**config.mk**
```make
export PLATFORM = sky130hd
export DESIGN_NAME = spi_baud_gen
export DESIGN_NICKNAME = d
export VERILOG_FILES = /design/src/rtl/spi_baud_pkg.sv /design/src/rtl/spi_baud_reg.sv /design/src/rtl/spi_baud_divsel.sv /design/src/rtl/spi_baud_counter.sv /design/src/rtl/spi_baud_gen.sv
export SDC_FILE = /design/constraint.sdc
export NUM_CORES = 1
export LEC_CHECK = 0
export BUFFER_PORTS_ARGS = -buffer_cell sky130_fd_sc_hd__buf_2
export CORE_UTILIZATION = 40
export DETAILED_ROUTE_END_ITERATION = 6
export GPL_ROUTABILITY_DRIVEN = 1
export MAX_ROUTING_LAYER = met4
export PLACE_DENSITY = 0.7
export SLEW_MARGIN = 30
export SYNTH_ARGS = -nofsm -noshare
export SYNTH_HDL_FRONTEND = slang
export SYNTH_SLANG_ARGS = --single-unit
```
**constraint.sdc**
```tcl
create_clock -name clk -period 3.9 [get_ports clk]
set_input_delay 0.39 -clock clk [delete_from_list [all_inputs] [get_ports clk]]
set_output_delay 0.39 -clock clk [all_outputs]
set_load 0.02 [all_outputs]
```
**src/rtl/spi_baud_pkg.sv**
```systemverilog
package spi_baud_pkg;

   // Which half of the serial clock period the counter is in
   typedef enum logic {
      PH_ACTIVE = 1'b1,
      PH_IDLE   = 1'b0
   } sclk_phase_e;

   // Smallest divisor any configuration may produce (quarter rate)
   localparam int unsigned MIN_DIVISOR = 4;

endpackage

```
**src/rtl/spi_baud_reg.sv**
```systemverilog
module spi_baud_reg #(
   parameter int unsigned REG_W   = 16,
   parameter int unsigned FIELD_W = 7
) (
   input  logic               clk,
   input  logic               rst_n,
   input  logic               wr_en,
   input  logic [REG_W-1:0]   wr_data,
   output logic [FIELD_W-1:0] field_o,
   output logic [REG_W-1:0]   rd_data
);

   localparam int unsigned PAD_W = REG_W - FIELD_W;

   logic [FIELD_W-1:0] field_q;

   always_ff @(posedge clk or negedge rst_n) begin
      if (!rst_n)
         field_q <= '0;
      else if (wr_en)
         field_q <= wr_data[FIELD_W-1:0];
   end

   assign field_o = field_q;

   generate
      if (PAD_W > 0) begin : g_padded
         assign rd_data = {{PAD_W{1'b0}}, field_q};
      end else begin : g_exact
         assign rd_data = field_q;
      end
   endgenerate


   field_hold_chk: assert property (@(posedge clk) disable iff (!rst_n)
      !wr_en |=> $stable(field_q));

endmodule

```
**src/rtl/spi_baud_divsel.sv**
```systemverilog
module spi_baud_divsel #(
   parameter int unsigned FIELD_W   = 7,
   parameter int unsigned MIN_FIELD = 3,
   parameter int unsigned CNT_W     = 8
) (
   input  logic [FIELD_W-1:0] field_i,
   output logic [CNT_W-1:0]   div_o,
   output logic [CNT_W-1:0]   hi_o
);

   logic [FIELD_W-1:0] clamped;

   always_comb begin
      if (field_i < FIELD_W'(MIN_FIELD))
         clamped = FIELD_W'(MIN_FIELD);
      else
         clamped = field_i;
   end

   assign div_o = CNT_W'(clamped) + CNT_W'(1);
   // active phase takes the floor half; the idle phase gets the odd cycle
   assign hi_o  = div_o >> 1;

endmodule

```
**src/rtl/spi_baud_counter.sv**
```systemverilog
module spi_baud_counter
   import spi_baud_pkg::*;
#(
   parameter int unsigned CNT_W      = 8,
   parameter bit          IDLE_LEVEL = 1'b0
) (
   input  logic             clk,
   input  logic             rst_n,
   input  logic             active_i,
   input  logic [CNT_W-1:0] div_i,
   input  logic [CNT_W-1:0] hi_i,
   output logic             sclk_o,
   output logic             lead_stb_o,
   output logic             trail_stb_o
);

   logic [CNT_W-1:0] cnt_q;
   logic [CNT_W-1:0] cur_div_q;
   logic [CNT_W-1:0] cur_hi_q;
   logic             run_q;
   logic             last_cyc;
   sclk_phase_e      phase;

   assign last_cyc = (cnt_q == (cur_div_q - CNT_W'(1)));

   always_ff @(posedge clk or negedge rst_n) begin
      if (!rst_n) begin
         cnt_q     <= '0;
         cur_div_q <= CNT_W'(MIN_DIVISOR);
         cur_hi_q  <= CNT_W'(MIN_DIVISOR / 2);
         run_q     <= 1'b0;
      end else if (!active_i) begin
         cnt_q     <= '0;
         cur_div_q <= div_i;
         cur_hi_q  <= hi_i;
         run_q     <= 1'b0;
      end else if (!run_q) begin
         cnt_q <= '0;
         run_q <= 1'b1;
      end else if (last_cyc) begin
         cnt_q     <= '0;
         cur_div_q <= div_i;
         cur_hi_q  <= hi_i;
      end else begin
         cnt_q <= cnt_q + CNT_W'(1);
      end
   end

   assign phase       = (run_q && (cnt_q < cur_hi_q)) ? PH_ACTIVE : PH_IDLE;
   assign lead_stb_o  = run_q && (cnt_q == '0);
   assign trail_stb_o = run_q && (cnt_q == cur_hi_q);

   generate
      if (IDLE_LEVEL) begin : g_idle_high
         assign sclk_o = (phase != PH_ACTIVE);
      end else begin : g_idle_low
         assign sclk_o = (phase == PH_ACTIVE);
      end
   endgenerate


   cnt_range_chk: assert property (@(posedge clk) disable iff (!rst_n)
      run_q |-> (cnt_q < cur_div_q));


   strobe_excl_chk: assert property (@(posedge clk) disable iff (!rst_n)
      !(lead_stb_o && trail_stb_o));


   idle_clear_chk: assert property (@(posedge clk) disable iff (!rst_n)
      !active_i |=> (cnt_q == '0) && !run_q);


   div_hold_chk: assert property (@(posedge clk) disable iff (!rst_n)
      (active_i && run_q && !last_cyc) |=> $stable(cur_div_q));

endmodule

```
**src/rtl/spi_baud_gen.sv**
```systemverilog
module spi_baud_gen #(
   parameter int unsigned REG_W      = 16,
   parameter int unsigned FIELD_W    = 7,
   parameter int unsigned MIN_FIELD  = 3,
   parameter bit          IDLE_LEVEL = 1'b0
) (
   input  logic             clk,
   input  logic             rst_n,
   input  logic             reg_wr_en,
   input  logic [15:0]      reg_wr_data,
   output logic [15:0]      reg_rd_data,
   input  logic             master_mode,
   input  logic             enable,
   output logic             sclk_out,
   output logic             sclk_oe,
   output logic             sample_stb,
   output logic             shift_stb
);

   localparam int unsigned CNT_W = $clog2((1 << FIELD_W) + 1);

   generate
      if (REG_W != 16) begin : g_bad_reg
         $error("spi_baud_gen: port width is fixed at 16 bits");
      end
      if (FIELD_W < 2 || FIELD_W > REG_W) begin : g_bad_field
         $error("spi_baud_gen: FIELD_W out of range");
      end
      if (MIN_FIELD < 3 || MIN_FIELD >= (1 << FIELD_W)) begin : g_bad_min
         $error("spi_baud_gen: MIN_FIELD must keep the divisor at 4 or more");
      end
   endgenerate

   logic [FIELD_W-1:0] field;
   logic [CNT_W-1:0]   div;
   logic [CNT_W-1:0]   hi_len;
   logic               active;

   spi_baud_reg #(.REG_W(REG_W), .FIELD_W(FIELD_W)) u_reg (
      .clk     (clk),
      .rst_n   (rst_n),
      .wr_en   (reg_wr_en),
      .wr_data (reg_wr_data),
      .field_o (field),
      .rd_data (reg_rd_data)
   );

   spi_baud_divsel #(.FIELD_W(FIELD_W), .MIN_FIELD(MIN_FIELD), .CNT_W(CNT_W)) u_divsel (
      .field_i (field),
      .div_o   (div),
      .hi_o    (hi_len)
   );

   assign active = master_mode && enable;

   spi_baud_counter #(.CNT_W(CNT_W), .IDLE_LEVEL(IDLE_LEVEL)) u_cnt (
      .clk         (clk),
      .rst_n       (rst_n),
      .active_i    (active),
      .div_i       (div),
      .hi_i        (hi_len),
      .sclk_o      (sclk_out),
      .lead_stb_o  (sample_stb),
      .trail_stb_o (shift_stb)
   );

   assign sclk_oe = master_mode;


   low_code_clamp_chk: assert property (@(posedge clk) disable iff (!rst_n)
      (field < FIELD_W'(MIN_FIELD)) |-> (div == CNT_W'(MIN_FIELD + 1)));


   slave_quiet_chk: assert property (@(posedge clk) disable iff (!rst_n)
      !master_mode |=> (!master_mode || $rose(master_mode)) &&
                        !$past(sclk_oe) && !sample_stb && !shift_stb);

endmodule

```
==> results of run 1 <==
-- how the worst max path moves through the flow --
stage                             startpoint  endpoint  cells after the start
after global placement    u_cnt.cur_div_q[2]  sclk_out                      9
after floorplan           u_cnt.cur_div_q[2]  sclk_out                      8
after CTS                 u_cnt.cur_div_q[2]  sclk_out                      9
after global routing      u_cnt.cur_div_q[2]  sclk_out                      9
after detailed placement  u_cnt.cur_div_q[2]  sclk_out                      9
final                     u_cnt.cur_div_q[2]  sclk_out                      9
-- critical path, stage by stage, from the launching register on --
cell and delay (ps):
dfstp_2 560, inv_1 100, ha_1 310, nor2b_1 130, o21a_1 160, o21a_1 150
o21ai_0 150, a21oi_1 90, a2111oi_0 380, buf_2 240
-- flip-flops by register name, indices dropped and copies added, names as in the netlist --
name / count
u_cnt.cnt_q: 8
u_cnt.cur_div_q: 7
u_cnt.cur_hi_q: 1
u_cnt.run_q: 1
u_reg.field_o: 7
-- metal layers --
layer | vias to the layer above | part of all wire [%] | global-route usage (%)
met5 | - | 0 | -
met4 | 0 | 2.0 | 7.34
met3 | 5 | 1.4 | 1.56
met2 | 17 | 47 | 27.3
met1 | 523 | 49 | 20.3
li1 | 581 | - | -
-- power breakdown --
part	internal (mW)	leakage [nW]	switching, mW
registers	0.273	0.301	0.0332
logic	0.0729	0.499	0.104
clock network	0.137	0.0357	0.0853
-- cell usage after synthesis, types with 4 or more instances --
cell	number
xnor2_1	9
xor2_1	11
and3_1	4
nand2_1	8
buf_4	10
ha_1	11
mux2i_1	6
o21ai_0	4
mux2_2	9
dfrtp_1	23
inv_1	13
nand3_1	8
nor2_1	12
-- cell families after synthesis --
family	share of synthesized area [%]
other cells	0.232
buf+inv	8.22
compound gates	8.45
xor+xnor	10.9
flops	37.3
mux	10.0
fa+ha+maj	8.53
simple gates	16.4
-- placed cells by master, fill, tap and decap left out, types with 2 or more instances in the layout --
cell type / Yosys / routed
conb_1: 1 / 9
o21a_1: 3 / 3
nand3_1: 8 / 8
nor4_1: 2 / 2
nor2_1: 12 / 12
nand4_1: 2 / 2
nand2b_1: 3 / 3
ha_1: 11 / 11
o21ai_0: 4 / 4
nor3_1: 3 / 3
and3_1: 4 / 4
dfrtp_1: 23 / 23
nor2b_1: 2 / 2
buf_2: 0 / 22
or2_2: 3 / 3
xnor2_1: 9 / 9
nand2_1: 8 / 8
mux2i_1: 6 / 6
xor2_1: 11 / 11
mux2_2: 9 / 9
inv_1: 13 / 13
clkbuf_8: 0 / 3
-- layout make-up --
cell class	instances	area, um2
fillers	351	1970
multi-input cells	120	910
clock buffers	3	41.3
inverters	13	48.8
clock inverters	1	30.0
repair buffers	22	110
flip-flops and latches	24	602
well taps	48	60.1
==> results.yml, run 1 <==
outcome:
  status: "finished, final reports clean"
sta:
  rsz0062_at_grt: "false"
  tightest_slew_ps: 537
  finalCriticalPeriod_ps: 2930
  setup_viol: 0
  hold_viol: 0
  fin_tns_setup_ps: 0
  fin_hold_ws_ps: 89.2
  maxSlewHeadroom_pct: 63.9
  fmax_mhz: 341
  setup_ws_ps: 970
  finClkSkew_ps: 2.66
  slew_violations: 0
  finalCritPeriodShare_pct: 75.1
clock_tree:
  ctsLongestPathBuffers: 2
  htreeDepth: 1
  holdBufCountCts: 0
  cts_resized: 0
  post-cts-setup-buffers: 0
  cts.sinks: 24
  cts_root_buf: "clkbuf_8"
  insertion_delay_ps: 270
  cts_tree: "built"
  cts.clk_slew.worst_paths_ps: 90
  numCtsBuffers: 3
finish:
  num-nets-final: 216
  fin_cells: 231
  area_growth_pct: 11.6
  fin_area_um2: 1800
  drive_gt1_share_pct: 23.5
  final_core_util_pct: 47.8
  diodes: 0
placement:
  dpl_cell_area_um2: 1730
  dp_hpwl_um: 2230
  place_ws_ps: 1300
  port_buffers: 22
  dp_cells: 227
  place_congestion: 0.779
setup_path:
  rrSetupSlack_ps: 1540
  r2r_start: "u_cnt.cur_div_q[0]"
  cp-start-kind: "flop"
  r2r_cells: 8
  cp_max_fo: 5
  criticalPathCategory: "reg2out"
  critPathCaptureType: "output port"
  rr_endpoint: "u_cnt.cur_div_q[1]"
  required_ps: 3510
  arrival_ps: 2540
pwr:
  p_per_area_nw_per_um2: 392
  total_power_uw: 706
  power.leakage_nw: 0.835
  peakVddDrop_uv: 240
synthesis:
  synth.avg_cell_area_um2: 10.0
  synth_area_leaders: "dfrtp_1 (36%), ha_1 (8.5%), mux2_2 (6.3%), xor2_1 (6.0%), xnor2_1 (4.9%)"
  synth-edff-count: 0
  seq_area_frac_synth_pct: 37.3
  synth.top_cell.area_share_pct: 35.7
  ys_seq_elements: 24
  syn_inst: 161
  yosysUniqueCellTypes: 35
  ys.flop_type: "dfrtp_1"
  synth_async_sr_flop_share_pct: 100
  syn-cell-area_um2: 1610
  synth_area_leader_cell: "dfrtp_1"
  yosysWarnings: 0
routing:
  routedWlPerCell_um: 13.0
  drt_first_pass_iters: 4
  ant_nets: 0
  routed_wl_um: 3010
  initialDrtViolationCount: 9
  drcViolationCount: 0
  vias_per_cell: 4.87
  vias: 1126
grt:
  antenna_found_initial: 0
  grt_pass1_vias: 1113
  grt_max_degree: 25
  grt_usage_pct: 16.5
  grt_overflow: 0
  grt_pass1_wl_um: 5120
floorplan:
  die_w_um: 65.5
  dieHeight_um: 65.5
  io_pins: 41
  die_area_um2: 4290
  start_util_pct: 42.8
  coreArea_um2: 3770
  fp-row-count: 22
job:
  maxCapViolations: 0
worst_hold_path:
  hold_path.class: "in2async"
No activity file was read; power rests on OpenSTA's default activity.
==> inputs of run 2 (changes only) <==
==> constraint.sdc (replaced) <==
create_clock -name clk -period 3.1 [get_ports clk]
set_input_delay 0.31 -clock clk [delete_from_list [all_inputs] [get_ports clk]]
set_output_delay 0.31 -clock clk [all_outputs]
set_load 0.02 [all_outputs]
==> run 2 against run 1 <==
  * Count of clock-buffer cells in the layout is the same
  * Die area is the same
  * Sequential share of layout area is the same
  * Final area is the same
  * Via count grew 2.0%
  * Final cell count is the same
  * Worst hold slack lost 82 ps
  * Setup slack lost 690 ps
  * Critical path depth is the same
  * Critical endpoint unchanged
  * Largest cell class unchanged
  * Largest power group unchanged
==> results.yml, run 2 (same netlist as run 1, synthesis figures left out) <==
sta:
  tightest_slew_ps: 540
  slew_violations: 0
  rsz0062_at_grt: "false"
  finalCriticalPeriod_ps: 2820
  maxSlewHeadroom_pct: 63.7
  hold_viol: 0
  fmax_mhz: 355
  fin_tns_setup_ps: 0
  setup_viol: 0
  finalCritPeriodShare_pct: 90.9
  finClkSkew_ps: 4.25
  fin_hold_ws_ps: 6.84
  setup_ws_ps: 283
routing:
  routedWlPerCell_um: 12.8
  ant_nets: 0
  drcViolationCount: 0
  drt_first_pass_iters: 4
  routed_wl_um: 2950
  vias_per_cell: 4.97
  initialDrtViolationCount: 25
  vias: 1148
setup_path:
  cp-startpoint: "u_cnt.cur_div_q[2]"
  criticalPathCategory: "reg2out"
  cp_max_fo: 5
  cp-start-kind: "flop"
  rrSetupSlack_ps: 740
  rr_endpoint: "u_cnt.cur_hi_q[6]"
  cp-endpoint: "sclk_out"
  critPathCaptureType: "output port"
  r2r_start: "u_cnt.cur_div_q[0]"
  arrival_ps: 2510
  required_ps: 2790
  r2r_cells: 8
pwr:
  peakVddDrop_uv: 284
  power.leakage_nw: 0.835
  p_per_area_nw_per_um2: 489
  total_power_uw: 881
finish:
  diodes: 0
  num-nets-final: 216
  final_common_cell: "dfrtp_1"
  area_growth_pct: 11.6
  largest_reg_flops: 8
  final_cell_mix: "dfrtp_1 (23), buf_2 (22), inv_1 (13), nor2_1 (12)"
  drive_gt1_share_pct: 23.5
  largest-register: "u_cnt.cnt_q"
  nFillCells: 354
  fin_area_um2: 1800
grt:
  grt_pass1_vias: 1055
  grt_pass1_wl_um: 4830
  grt_overflow: 0
  grt_max_degree: 25
  antenna_found_initial: 0
  grt_usage_pct: 15.6
job:
  maxCapViolations: 0
clock_tree:
  post-cts-setup-buffers: 0
  htreeDepth: 1
  cts_root_buf: "clkbuf_8"
  cts_resized: 0
  cts.clk_slew.worst_paths_ps: 90
  cts_tree: "built"
  cts.sinks: 24
  insertion_delay_ps: 270
  holdBufCountCts: 0
  ctsLongestPathBuffers: 2
  numCtsBuffers: 3
floorplan:
  io_pins: 41
  coreArea_um2: 3770
  die_area_um2: 4290
  dieHeight_um: 65.5
  fp-row-count: 22
  die_w_um: 65.5
  start_util_pct: 42.8
placement:
  dpl_cell_area_um2: 1730
  port_buffers: 22
  place_ws_ps: 560
  dp_hpwl_um: 2170
  place_congestion: 0.843
outcome:
  status: "finished, final reports clean"
worst_hold_path:
  hold_path.class: "in2async"
## run 2: cell counts in the layout (fill, tap and decap cells not counted)
Identical to the previous run, type by type.
## run 2: critical path: stages (launching register included)
cell and delay (ps):
dfstp_2 570, inv_1 90, ha_1 310, nor2b_1 130, o21a_1 160, o21a_1 150
o21ai_0 150, a21oi_1 90, a2111oi_0 360, buf_2 230
## run 2: worst min path at each step
stage / to / startpoint
after floorplan: u_cnt.cnt_q[0] / rst_n
after global placement: u_reg.field_o[5] / rst_n
after global routing: u_reg.field_o[4] / rst_n
after detailed placement: u_reg.field_o[4] / rst_n
final: u_reg.field_o[6] / rst_n
after CTS: u_reg.field_o[4] / rst_n
## run 2: metal layers
metal / vias up / track usage [%] / wire length [um] / part of all wire [%]
li1: 576 / - / - / -
met1: 540 / 20.9 / 1420 / 48
met2: 30 / 23.3 / 1400 / 48
met3: 2 / 2.08 / 90 / 3.1
met4: 0 / 7.34 / 34 / 1.2
met5: - / - / 0 / 0
## run 2: cell type report
cell class	count	area, um2	share of cell area (%)
inverter	13	48.8	2.71
sequential	24	602	33.4
multi-input combinational	120	910	50.5
tap	48	60.1	3.33
clock inverter	1	30.0	1.67
timing repair buffer	22	110	6.11
clock buffer	3	41.3	2.29
## run 2: report_power, final
part,internal (mW),total [mW],switching (mW)
clock network,0.173,0.277,0.104
registers,0.344,0.385,0.0409
logic,0.0916,0.220,0.128
## run 2: stage by stage
| stage | std cells | utilization (%) |
|---|---|---|
| after CTS | 231 | 47.8 |
| after global routing | 231 | 47.8 |
| after detailed placement | 227 | 45.9 |
| after floorplan | 169 | - |
| after global placement | 227 | 45.9 |
| final | 231 | 47.8 |
